`src/rtl/mbn_pkg.sv`:
```
package mbn_pkg;
  localparam int ID_W    = 3;
  localparam int TYP_W   = 2;
  localparam int PAY_W   = 64;
  localparam int CRC_W   = 16;
  localparam int HDR_W   = ID_W + TYP_W + PAY_W;
  localparam int FRAME_W = HDR_W + CRC_W;

  typedef enum logic [TYP_W-1:0] {
    FT_IDLE = 2'b00,
    FT_CMD  = 2'b01,
    FT_DATA = 2'b10,
    FT_SYNC = 2'b11
  } ftype_e;

  typedef enum logic [1:0] {
    OP_NOP  = 2'b00,
    OP_READ = 2'b01,
    OP_WSET = 2'b10,
    OP_RSV  = 2'b11
  } op_e;

  typedef struct packed {
    logic [ID_W-1:0]  id;
    ftype_e           typ;
    logic [PAY_W-1:0] pay;
    logic [CRC_W-1:0] crc;
  } frame_t;

  function automatic logic [CRC_W-1:0] crc16(input logic [HDR_W-1:0] d);
    logic [CRC_W-1:0] c;
    logic fb;
    c = '1;
    for (int i = HDR_W - 1; i >= 0; i--) begin
      fb = c[CRC_W-1] ^ d[i];
      c  = {c[CRC_W-2:0], 1'b0};
      if (fb) c = c ^ 16'h1021;
    end
    return c;
  endfunction
endpackage

```
`src/rtl/mbn_sb_rx.sv`:
```
module mbn_sb_rx
  import mbn_pkg::*;
(
  input  logic            clk_i,
  input  logic            rst_ni,
  input  logic [ID_W-1:0] node_id_i,
  input  frame_t          frame_i,
  output frame_t          frame_o,
  output logic            hit_o,
  output logic            crc_bad_o
);
  logic live;

  assign live      = frame_i.typ != FT_IDLE;
  assign crc_bad_o = live && (crc16({frame_i.id, frame_i.typ, frame_i.pay}) != frame_i.crc);
  assign hit_o     = live && !crc_bad_o && (frame_i.id == node_id_i);

  // unconditional forward
  always_ff @(posedge clk_i or negedge rst_ni) begin
    if (!rst_ni) frame_o <= '0;
    else         frame_o <= frame_i;
  end
endmodule

```
`src/rtl/mbn_rsp_pipe.sv`:
```
module mbn_rsp_pipe
  import mbn_pkg::*;
#(
  parameter int AW     = 4,
  parameter int RD_LAT = 4
) (
  input  logic            clk_i,
  input  logic            rst_ni,
  input  logic [ID_W-1:0] node_id_i,
  input  logic            hit_i,
  input  logic            crc_bad_i,
  input  ftype_e          typ_i,
  input  logic [PAY_W-1:0] pay_i,
  output logic            push_o,
  output frame_t          push_frame_o
);
  localparam int WORDS = 1 << AW;

  typedef struct packed {
    logic          v;
    logic          sync;
    logic [AW-1:0] addr;
  } slot_t;

  logic [PAY_W-1:0] mem_q [WORDS];
  slot_t            pipe_q [RD_LAT];
  slot_t            ent, tail;
  logic             arm_q, err_q;
  logic [AW-1:0]    waddr_q;
  op_e              op;
  logic [PAY_W-1:0] rsp_pay;
  ftype_e           rsp_typ;

  assign op       = op_e'(pay_i[PAY_W-1 -: 2]);
  assign ent.v    = hit_i && ((typ_i == FT_CMD && op == OP_READ) || typ_i == FT_SYNC);
  assign ent.sync = typ_i == FT_SYNC;
  assign ent.addr = pay_i[AW-1:0];
  assign tail     = pipe_q[RD_LAT-1];

  // fixed-latency delay line
  for (genvar g = 0; g < RD_LAT; g++) begin : g_stage
    always_ff @(posedge clk_i or negedge rst_ni) begin
      if (!rst_ni) pipe_q[g] <= '0;
      else if (g == 0) pipe_q[g] <= ent;
      else pipe_q[g] <= pipe_q[(g == 0) ? 0 : g-1];
    end
  end

  // store stub and write-setup latch
  always_ff @(posedge clk_i or negedge rst_ni) begin
    if (!rst_ni) begin
      for (int i = 0; i < WORDS; i++) mem_q[i] <= '0;
      arm_q   <= 1'b0;
      waddr_q <= '0;
    end else if (hit_i) begin
      if (typ_i == FT_CMD && op == OP_WSET) begin
        arm_q   <= 1'b1;
        waddr_q <= pay_i[AW-1:0];
      end else if (typ_i == FT_DATA && arm_q) begin
        mem_q[waddr_q] <= pay_i;
        arm_q          <= 1'b0;
      end
    end
  end

  // sticky error: new error wins over clear-on-report
  always_ff @(posedge clk_i or negedge rst_ni) begin
    if (!rst_ni)                err_q <= 1'b0;
    else if (crc_bad_i)         err_q <= 1'b1;
    else if (tail.v && tail.sync) err_q <= 1'b0;
  end

  assign rsp_pay = tail.sync ? {{(PAY_W-1){1'b0}}, err_q} : mem_q[tail.addr];
  assign rsp_typ = tail.sync ? FT_SYNC : FT_DATA;

  assign push_o           = tail.v;
  assign push_frame_o.id  = node_id_i;
  assign push_frame_o.typ = rsp_typ;
  assign push_frame_o.pay = rsp_pay;
  assign push_frame_o.crc = crc16({node_id_i, rsp_typ, rsp_pay});
endmodule

```
`src/rtl/mbn_nb_merge.sv`:
```
module mbn_nb_merge
  import mbn_pkg::*;
#(
  parameter int DEPTH = 4
) (
  input  logic   clk_i,
  input  logic   rst_ni,
  input  logic   push_i,
  input  frame_t push_frame_i,
  input  frame_t frame_i,
  output frame_t frame_o,
  output logic   full_o,
  output logic   pop_o
);
  localparam int PW = (DEPTH > 1) ? $clog2(DEPTH) : 1;

  frame_t        buf_q [DEPTH];
  logic [PW-1:0] rd_q, wr_q;
  logic [PW:0]   cnt_q;
  logic          take;

  assign full_o = cnt_q == (PW+1)'(DEPTH);
  assign pop_o  = (frame_i.typ == FT_IDLE) && (cnt_q != '0);
  assign take   = push_i && (!full_o || pop_o);

  always_ff @(posedge clk_i) begin
    if (take) buf_q[wr_q] <= push_frame_i;
  end

  always_ff @(posedge clk_i or negedge rst_ni) begin
    if (!rst_ni) begin
      rd_q    <= '0;
      wr_q    <= '0;
      cnt_q   <= '0;
      frame_o <= '0;
    end else begin
      if (take)  wr_q <= wr_q + 1'b1;
      if (pop_o) rd_q <= rd_q + 1'b1;
      cnt_q   <= cnt_q + (PW+1)'(take) - (PW+1)'(pop_o);
      // downstream traffic always has the slot
      frame_o <= pop_o ? buf_q[rd_q] : frame_i;
    end
  end
endmodule

```
`src/rtl/mbuf_node.sv`:
```
module mbuf_node
  import mbn_pkg::*;
#(
  parameter int AW        = 4,
  parameter int RD_LAT    = 4,
  parameter int RSP_DEPTH = 4
) (
  input  logic               clk_i,
  input  logic               rst_ni,
  input  logic [ID_W-1:0]    node_id_i,
  input  logic [FRAME_W-1:0] sb_frame_i,
  output logic [FRAME_W-1:0] sb_frame_o,
  input  logic [FRAME_W-1:0] nb_frame_i,
  output logic [FRAME_W-1:0] nb_frame_o
);
  frame_t sb_in, sb_fwd, nb_in, nb_out, rsp_frame;
  logic   sb_hit, sb_bad, rsp_push, rsp_full, rsp_pop;

  assign sb_in      = frame_t'(sb_frame_i);
  assign nb_in      = frame_t'(nb_frame_i);
  assign sb_frame_o = sb_fwd;
  assign nb_frame_o = nb_out;

  mbn_sb_rx u_sb (
    .clk_i     (clk_i),
    .rst_ni    (rst_ni),
    .node_id_i (node_id_i),
    .frame_i   (sb_in),
    .frame_o   (sb_fwd),
    .hit_o     (sb_hit),
    .crc_bad_o (sb_bad)
  );

  mbn_rsp_pipe #(.AW(AW), .RD_LAT(RD_LAT)) u_rsp (
    .clk_i        (clk_i),
    .rst_ni       (rst_ni),
    .node_id_i    (node_id_i),
    .hit_i        (sb_hit),
    .crc_bad_i    (sb_bad),
    .typ_i        (sb_in.typ),
    .pay_i        (sb_in.pay),
    .push_o       (rsp_push),
    .push_frame_o (rsp_frame)
  );

  mbn_nb_merge #(.DEPTH(RSP_DEPTH)) u_nb (
    .clk_i        (clk_i),
    .rst_ni       (rst_ni),
    .push_i       (rsp_push),
    .push_frame_i (rsp_frame),
    .frame_i      (nb_in),
    .frame_o      (nb_out),
    .full_o       (rsp_full),
    .pop_o        (rsp_pop)
  );
endmodule

```
`config.mk`:
```
export PLATFORM = sky130hd
export DESIGN_NAME = mbuf_node
export DESIGN_NICKNAME = d
export VERILOG_FILES = /design/src/rtl/mbn_pkg.sv /design/src/rtl/mbn_sb_rx.sv /design/src/rtl/mbn_rsp_pipe.sv /design/src/rtl/mbn_nb_merge.sv /design/src/rtl/mbuf_node.sv
export SDC_FILE = /design/constraint.sdc
export NUM_CORES = 2
export LEC_CHECK = 0
export BUFFER_PORTS_ARGS = -buffer_cell sky130_fd_sc_hd__buf_2
export CAP_MARGIN = 20
export CORE_UTILIZATION = 58
export CTS_BUF_LIST = sky130_fd_sc_hd__clkbuf_8
export CTS_CLUSTER_DIAMETER = 150
export CTS_CLUSTER_SIZE = 24
export DETAILED_ROUTE_END_ITERATION = 7
export GPL_ROUTABILITY_DRIVEN = 1
export GPL_TIMING_DRIVEN = 0
export PLACE_DENSITY = 0.86
export SLEW_MARGIN = 40
export SYNTH_ARGS = -nofsm -noshare
export SYNTH_HDL_FRONTEND = slang
export SYNTH_SLANG_ARGS = --single-unit
```
`constraint.sdc`:
```
create_clock -name clk_i -period 5.8 [get_ports clk_i]
set_input_delay 0.58 -clock clk_i [delete_from_list [all_inputs] [get_ports clk_i]]
set_output_delay 0.58 -clock clk_i [all_outputs]
set_load 0.01 [all_outputs]
```
* Word-level counts from Yosys, hierarchy flattened
Memory sizes are Yosys's and may differ from the RTL's.
Cells that the tools add are included.
** Storage, ports and cells
- Flip-flop bits (word level) :: 1231
- Latch bits :: 0
- RAM bits :: 336
- Memory bits (read-only) :: 0
- Output and inout port bits :: 170
- Word-level logic and storage cells :: 509
- Memories :: 1
** Cells by class
- Add/subtract/negate cells :: 4
- $mul :: 0
- Div/mod/pow operators :: 0
- $lt $le $gt $ge :: 3
- Equal/unequal tests :: 8
- Shift-type cells :: 0
- Mux-type cells :: 153
- Bitwise gates (word level) :: 275
- Reduce and logical (&&, ||, !) cells :: 23
** Memories
- u_nb.buf_q :: depth 4, bits a word 84, rd ports 1, clocked after memory_dff 0, write ports 1, line mbn_nb_merge.sv:17 : frame_t buf_q [DEPTH];
** Operator list (number)
- two-way mux 13 bit :: 138
- bitwise mux 1024 bit :: 1
- NOT 3 bit :: 136
- binary-select mux 64 bit (select 4 bit) :: 1
- demux 64 bit (select 4 bit) :: 1
- two-way mux 64 bit :: 4
- bitwise XOR 1 bit :: 130
- two-way mux 85 bit :: 1
- != test 16 bit :: 1
- logical AND 1 bit :: 11
- >= comparator 5 bit (second input constant) :: 2
- NOT 4 -> 5 bit :: 2
- two-way mux 1 bit :: 7
- == test 2 bit (second input constant) :: 3
- nonzero test 2 bit :: 3
- less-than comparator 5 x 1 -> 1 bit (second input constant) :: 1
- bitwise XOR 1 bit (first input constant) :: 5
- adder 2 x 1 -> 2 bit (second input constant) :: 2
- == test 2 x 1 -> 1 bit (second input constant) :: 2
- AND reduction 2 bit :: 2
- adder 3 x 1 -> 3 bit :: 1
- == test 3 bit :: 1
- == test 3 bit (second input constant) :: 1
- AND reduction 3 bit :: 1
- other kinds (7) :: 9

* Longest topological paths before layout
- Depth in word-level cells :: 143
- Mapped depth :: 23
- Gate-level depth less buffers :: 13

* Cells and area by module
Synthesis repeated with hierarchy kept, for this count alone.
** Second synthesis, totals
- Cells, all modules :: 4125
- Area total of the unflattened synthesis :: 71432.3 µm²
** Modules (own cells, without submodules)
- mbn_rsp_pipe :: times used 1, cells an instance 3143, area an instance 50199.4 µm²
- mbn_nb_merge :: times used 1, cells an instance 661, area an instance 15911.5 µm²
- mbn_sb_rx :: times used 1, cells an instance 321, area an instance 5321.4 µm²

* Worst setup path before layout
OpenSTA, ideal clock, no wires.
- Kind :: input to register
- Start point :: in sb_frame_i[84]
- End point :: reg u_rsp.mem_q[13] (netlist name)
- Library setup time :: 0.125 ns
- Data arrival time :: 5.505 ns
- Slack :: 0.171 ns
- Stages :: 16
- Buffers on the path :: 4
- Cells stage by stage :: buf_2 xnor2_1 xnor3_2 xnor3_1 xnor3_1 xnor3_1 xnor2_1 xnor2_2 xnor3_1 o41ai_2 nand4b_1 buf_4 buf_6 nor3_4 buf_6 mux2_2
** On the way
- Word-level cells in the longest chain between the ends :: 75
- Elaborated cells between the ends (all ways) :: 189
- Those cells by class :: eq/ne: 2; mux: 69; bitwise: 113; reduce/logical: 5
** RTL lines
- start, declared :: line mbuf_node.sv:11 : input logic [FRAME_W-1:0] sb_frame_i,
- two-way mux 13 bit (5 in a row) :: line mbn_pkg.sv:37 : if (fb) c = c ^ 16'h1021;
- NOT 3 bit (no line) or two-way mux 13 bit (tied branches)
- two-way mux 13 bit :: line mbn_pkg.sv:37
- two-way mux 13 bit or NOT 3 bit (tied branches)
- two-way mux 13 bit :: line mbn_pkg.sv:37
- two-way mux 13 bit or bitwise XOR 1 bit (tied branches) :: line mbn_pkg.sv:37, mbn_pkg.sv:35
- two-way mux 13 bit (3 in a row) :: line mbn_pkg.sv:37
- NOT 3 bit (no line) or two-way mux 13 bit (tied branches)
- (+49 left out)
- bitwise XOR 1 bit or NOT 3 bit (tied branches)
- two-way mux 13 bit (5 in a row) :: line mbn_pkg.sv:37
- != test 16 bit :: line mbn_sb_rx.sv:15 : assign crc_bad_o = live && (crc16({frame_i.id, frame_i.typ, frame_i.pay}) != frame_i.crc);
- logical AND 1 bit :: line mbn_sb_rx.sv:15
- logical NOT 1 bit :: line mbn_sb_rx.sv:16 : assign hit_o = live && !crc_bad_o && (frame_i.id == node_id_i);
- logical AND 1 bit :: line mbn_sb_rx.sv:16
- logical AND 1 bit * :: line mbn_sb_rx.sv:16
- AND reduction 3 bit (no line) *
- end signal, assigned by index :: line mbn_rsp_pipe.sv:60 : mem_q[waddr_q] <= pay_i;
- end, declared :: line mbn_rsp_pipe.sv:25 : logic [PAY_W-1:0] mem_q [WORDS];
Every way passes the cells marked *; elsewhere a longest branch is shown, timed or not.
A chain may end at the register's enable or synchronous reset.

==> run_results.csv <==
group,metric,value,unit
yosys,ys_types,68,
global_routing,antenna_found_initial,13,
yosys,yosys.area.top_type,"dfrtp_1",
cts,cts_sinks,1563,
yosys,yosys_register_bits,1563,
timing,fin_ws,-0.203,ns
finish,finish.utilization,66.9,%
route,via_count,42000,
cts,cts_buffers,75,
critical_path,path_class,"register to register",
outcome,outcome,"finished, violations left",
timing,finalHoldViolCount,0,
yosys,ys_seq_area_share,57.0,%
critical_path,crit_path_end_kind,"register",
route,firstDrtPassIters,7,
global_routing,grt_util_met1,43.7,%
finish,final_cell_area,0.0817,sq mm
finish,area_growth_syn_to_layout,14.1,%
route,wl_per_cell,29.8,um
job,drv_cap,0,
timing,maxSlewViolCount,0,
hold_path,hp-class,"primary input to register",
timing,period_minus_slack,6.00,ns
timing,relSlewSlack,41.2,%
yosys,synth_top_area_share,42.9,%
yosys,synth_flop_cell,"dfrtp_1",
cts,htree_levels,3,
timing,grt_setup_unrepaired,"true",
global_routing,track_usage,31.6,%
route,drtIter0Drc,4403,
global_routing,grt_pass1_wl,289000,um
route,routed_via_density,6.31,
cts,cts_tree,"done",
floorplan,io_pins,345,
yosys,syn_nets,4467,
yosys,synthTopCellsByArea,"dfrtp_1, edfxtp_1, mux2_2",
floorplan,die_w,353,um
global_routing,grt_max_degree,112,
global_routing,met3_usage,7.22,%
cts,clk_latency,0.84,ns
floorplan,row_count,128,
global_routing,grt.overflow.total,0,
critical_path,critical_path_arrival,6.59,ns
timing,finalSetupViolCount,36,
yosys,synthesis.area,0.0716,sq mm
timing,max_freq,0.167,GHz
cts,ctsRootBufferMaster,"clkbuf_8",
timing,fin_crit_sh,104,%
route,drcViolationCount,0,
finish,drive_gt1_share,44.2,%
yosys,syn_inst,4285,
placement,numPortBuffers,344,
global_routing,use_met2,49.9,%
floorplan,die_h,353,um
route,drt_wl_total,198000,um
timing,setup-tns-final,-4.40,ns
yosys,synth-async-reset-ratio,78.5,%
cts,cts_buffer_depth,3,
critical_path,worst_ep_required_time,6.38,ns
global_routing,top_usage_layer,"met2",
timing,whs,0.0479,ns
critical_path,worstPathMaxFanout,10,
placement,dp_hpwl,132000,um
power,pwr_density_cell,471,mW/mm^2
power,power_leakage,0.0385,uW
timing,finalClockSkew,0.0615,ns
outcome,violations,"setup timing",
finish,layout.nets,5182,
placement,placed_area,0.0761,sq mm
power,fin_total_pwr,38500,uW
global_routing,grt_pass1_vias,44000,
floorplan,coreArea,0.122,sq mm
floorplan,start_util,58.6,%
timing,tightest_slew,0.882,ns
cts,path_clk_slew,0.14,ns
yosys,yosys_warnings,0,
power,vdd_drop_max,0.00164,V
floorplan,die_area,0.125,sq mm
placement,place_congestion,0.893,
route,ant_nets,0,
critical_path,start_kind,"register",
yosys,syn_area_per_cell,16.7,sq um
yosys,synth_edf_count,336,
-- registers in the layout, indices dropped and copies added (netlist names) --
name,count
u_rsp.pipe_q,22
u_nb.cnt_q,3
u_sb.frame_o,82
u_rsp.err_q,1
u_nb.frame_o,85
u_nb.wr_q,2
u_nb.buf_q,336
u_nb.rd_q,2
u_rsp.arm_q,1
u_rsp.push_o,1
u_rsp.waddr_q,4
u_rsp.mem_q,1024
-- layer usage --
layer | routed length [um] | share of wire, %
met5 | 43 | 0.022
met3 | 18300 | 9.2
met4 | 7580 | 3.8
met1 | 77400 | 39
met2 | 94900 | 48
-- area by class of cell --
cell class	count	area (sq um)
Antenna cell	5	12.5
Buffer	322	2730
Clock buffer	77	1060
Clock inverter	26	145
Fill cell	7746	40500
Inverter	19	71.3
Multi-Input combinational cell	2371	29900
Sequential cell	1563	40800
Tap cell	1625	2030
Timing Repair Buffer	648	4960
-- Yosys cell counts (6+ instances only) --
library cell	number
dfrtp_1	1227
mux2_2	860
mux4_2	353
edfxtp_1	336
nand2_1	297
xnor2_1	179
mux2_1	174
clkbuf_1	126
xnor3_1	98
buf_6	90
xor2_1	67
buf_2	61
mux2i_1	61
and2_1	44
nor2_1	33
buf_1	27
buf_4	25
xor3_1	23
inv_1	17
nor2b_1	17
a211oi_1	14
nand3_1	14
mux4_1	12
a22oi_1	11
nor3_4	9
and3_1	8
o21ai_0	8
a31oi_1	6
ha_1	6
nand2b_1	6
nor4_4	6
xnor2_2	6
xnor3_2	6
-- cell families (layout without fill, tap and decap cells) --
kind of cell	count (synthesis)	count (layout)	synth area share [%]
compound gates	56	56	0.566
fa+ha+maj	7	7	0.133
xor+xnor	386	386	7.42
buf+inv	351	1092	3.06
flops	1563	1563	57.0
mux	1464	1464	28.8
other cells	0	5	0
simple gates	458	458	3.10
-- final timing paths --
kind / start / slack [ns] / end / depth (start not counted)
setup / recovery: u_rsp.pipe_q[0] / -0.20 / u_nb.buf_q[0][7] / 18
hold / removal: sb_frame_i[70] / 0.05 / u_sb.frame_o[70] / 1
setup reg to reg: u_rsp.pipe_q[0] / -0.20 / u_nb.buf_q[0][7] / 18
hold reg to reg: u_rsp.pipe_q[8] / 0.32 / u_rsp.pipe_q[2] / 0
max in group asynchronous: rst_ni / 3.17 / u_rsp.mem_q[453] / 6
min in group asynchronous: rst_ni / 0.22 / u_nb.frame_o[73] / 2
-- where the power goes --
| group | internal [uW] | switching [uW] |
|---|---|---|
| Clock | 1250 | 3320 |
| Combinational | 10100 | 10500 |
| Sequential | 13200 | 70.6 |
-- stage by stage --
| stage | cells | worst slack, ns |
|---|---|---|
| floorplan | 4285 | 0.171 |
| global placement | 6254 | -21.83 |
| CTS | 6594 | 0.00119 |
| global route | 6653 | -0.223 |
| detailed placement | 6294 | -2.82 |
| finish | 6656 | -0.203 |
-- critical path, cell delays in order, from the launching register on --
cell     delay [ns]
dfrtp_1        0.42
buf_6          0.15
buf_12         0.16
buf_16         0.18
buf_16         0.18
mux4_2         0.53
mux2i_4        0.25
nor2_1         0.12
a31oi_4        0.32
inv_2          0.18
xnor2_4        0.36
xnor3_2        0.53
buf_4          0.16
xnor2_2        0.15
xnor2_1        0.44
xnor3_2        0.48
xor3_2         0.46
xor3_2         0.48
xnor2_4        0.18
-- cells in the final DEF (no fill, tap or decap), types with 10 or more instances in the layout --
cell	count
mux2_2	860
xnor3_1	81
mux2i_2	13
xnor3_2	23
nor2b_1	14
buf_1	10
buf_4	126
inv_1	35
buf_6	102
nand2_1	294
buf_12	36
mux2i_4	18
xor3_2	10
mux2_1	174
dlygate4sd3_1	154
xor3_1	14
xnor2_2	46
mux4_1	12
xnor2_1	122
buf_2	376
xor2_2	21
edfxtp_1	336
nor2_1	28
nand3_1	13
clkbuf_1	104
xnor2_4	19
buf_16	24
and2_1	34
mux2i_1	34
clkbuf_8	78
mux4_2	353
clkbuf_2	16
buf_8	15
xor2_1	45
dfrtp_1	1225
-- what timing repair did --
| action | CTS | global route |
|---|---|---|
| buffers inserted | 47 | 63 |
| hold buffers | 154 | 0 |
| hold endpoints to repair | 222 | 0 |
| gates resized for setup | 285 | 107 |
| setup endpoints to repair | 845 | 867 |
| pin swaps | 36 | 51 |
(Power assumes the default switching activity.)
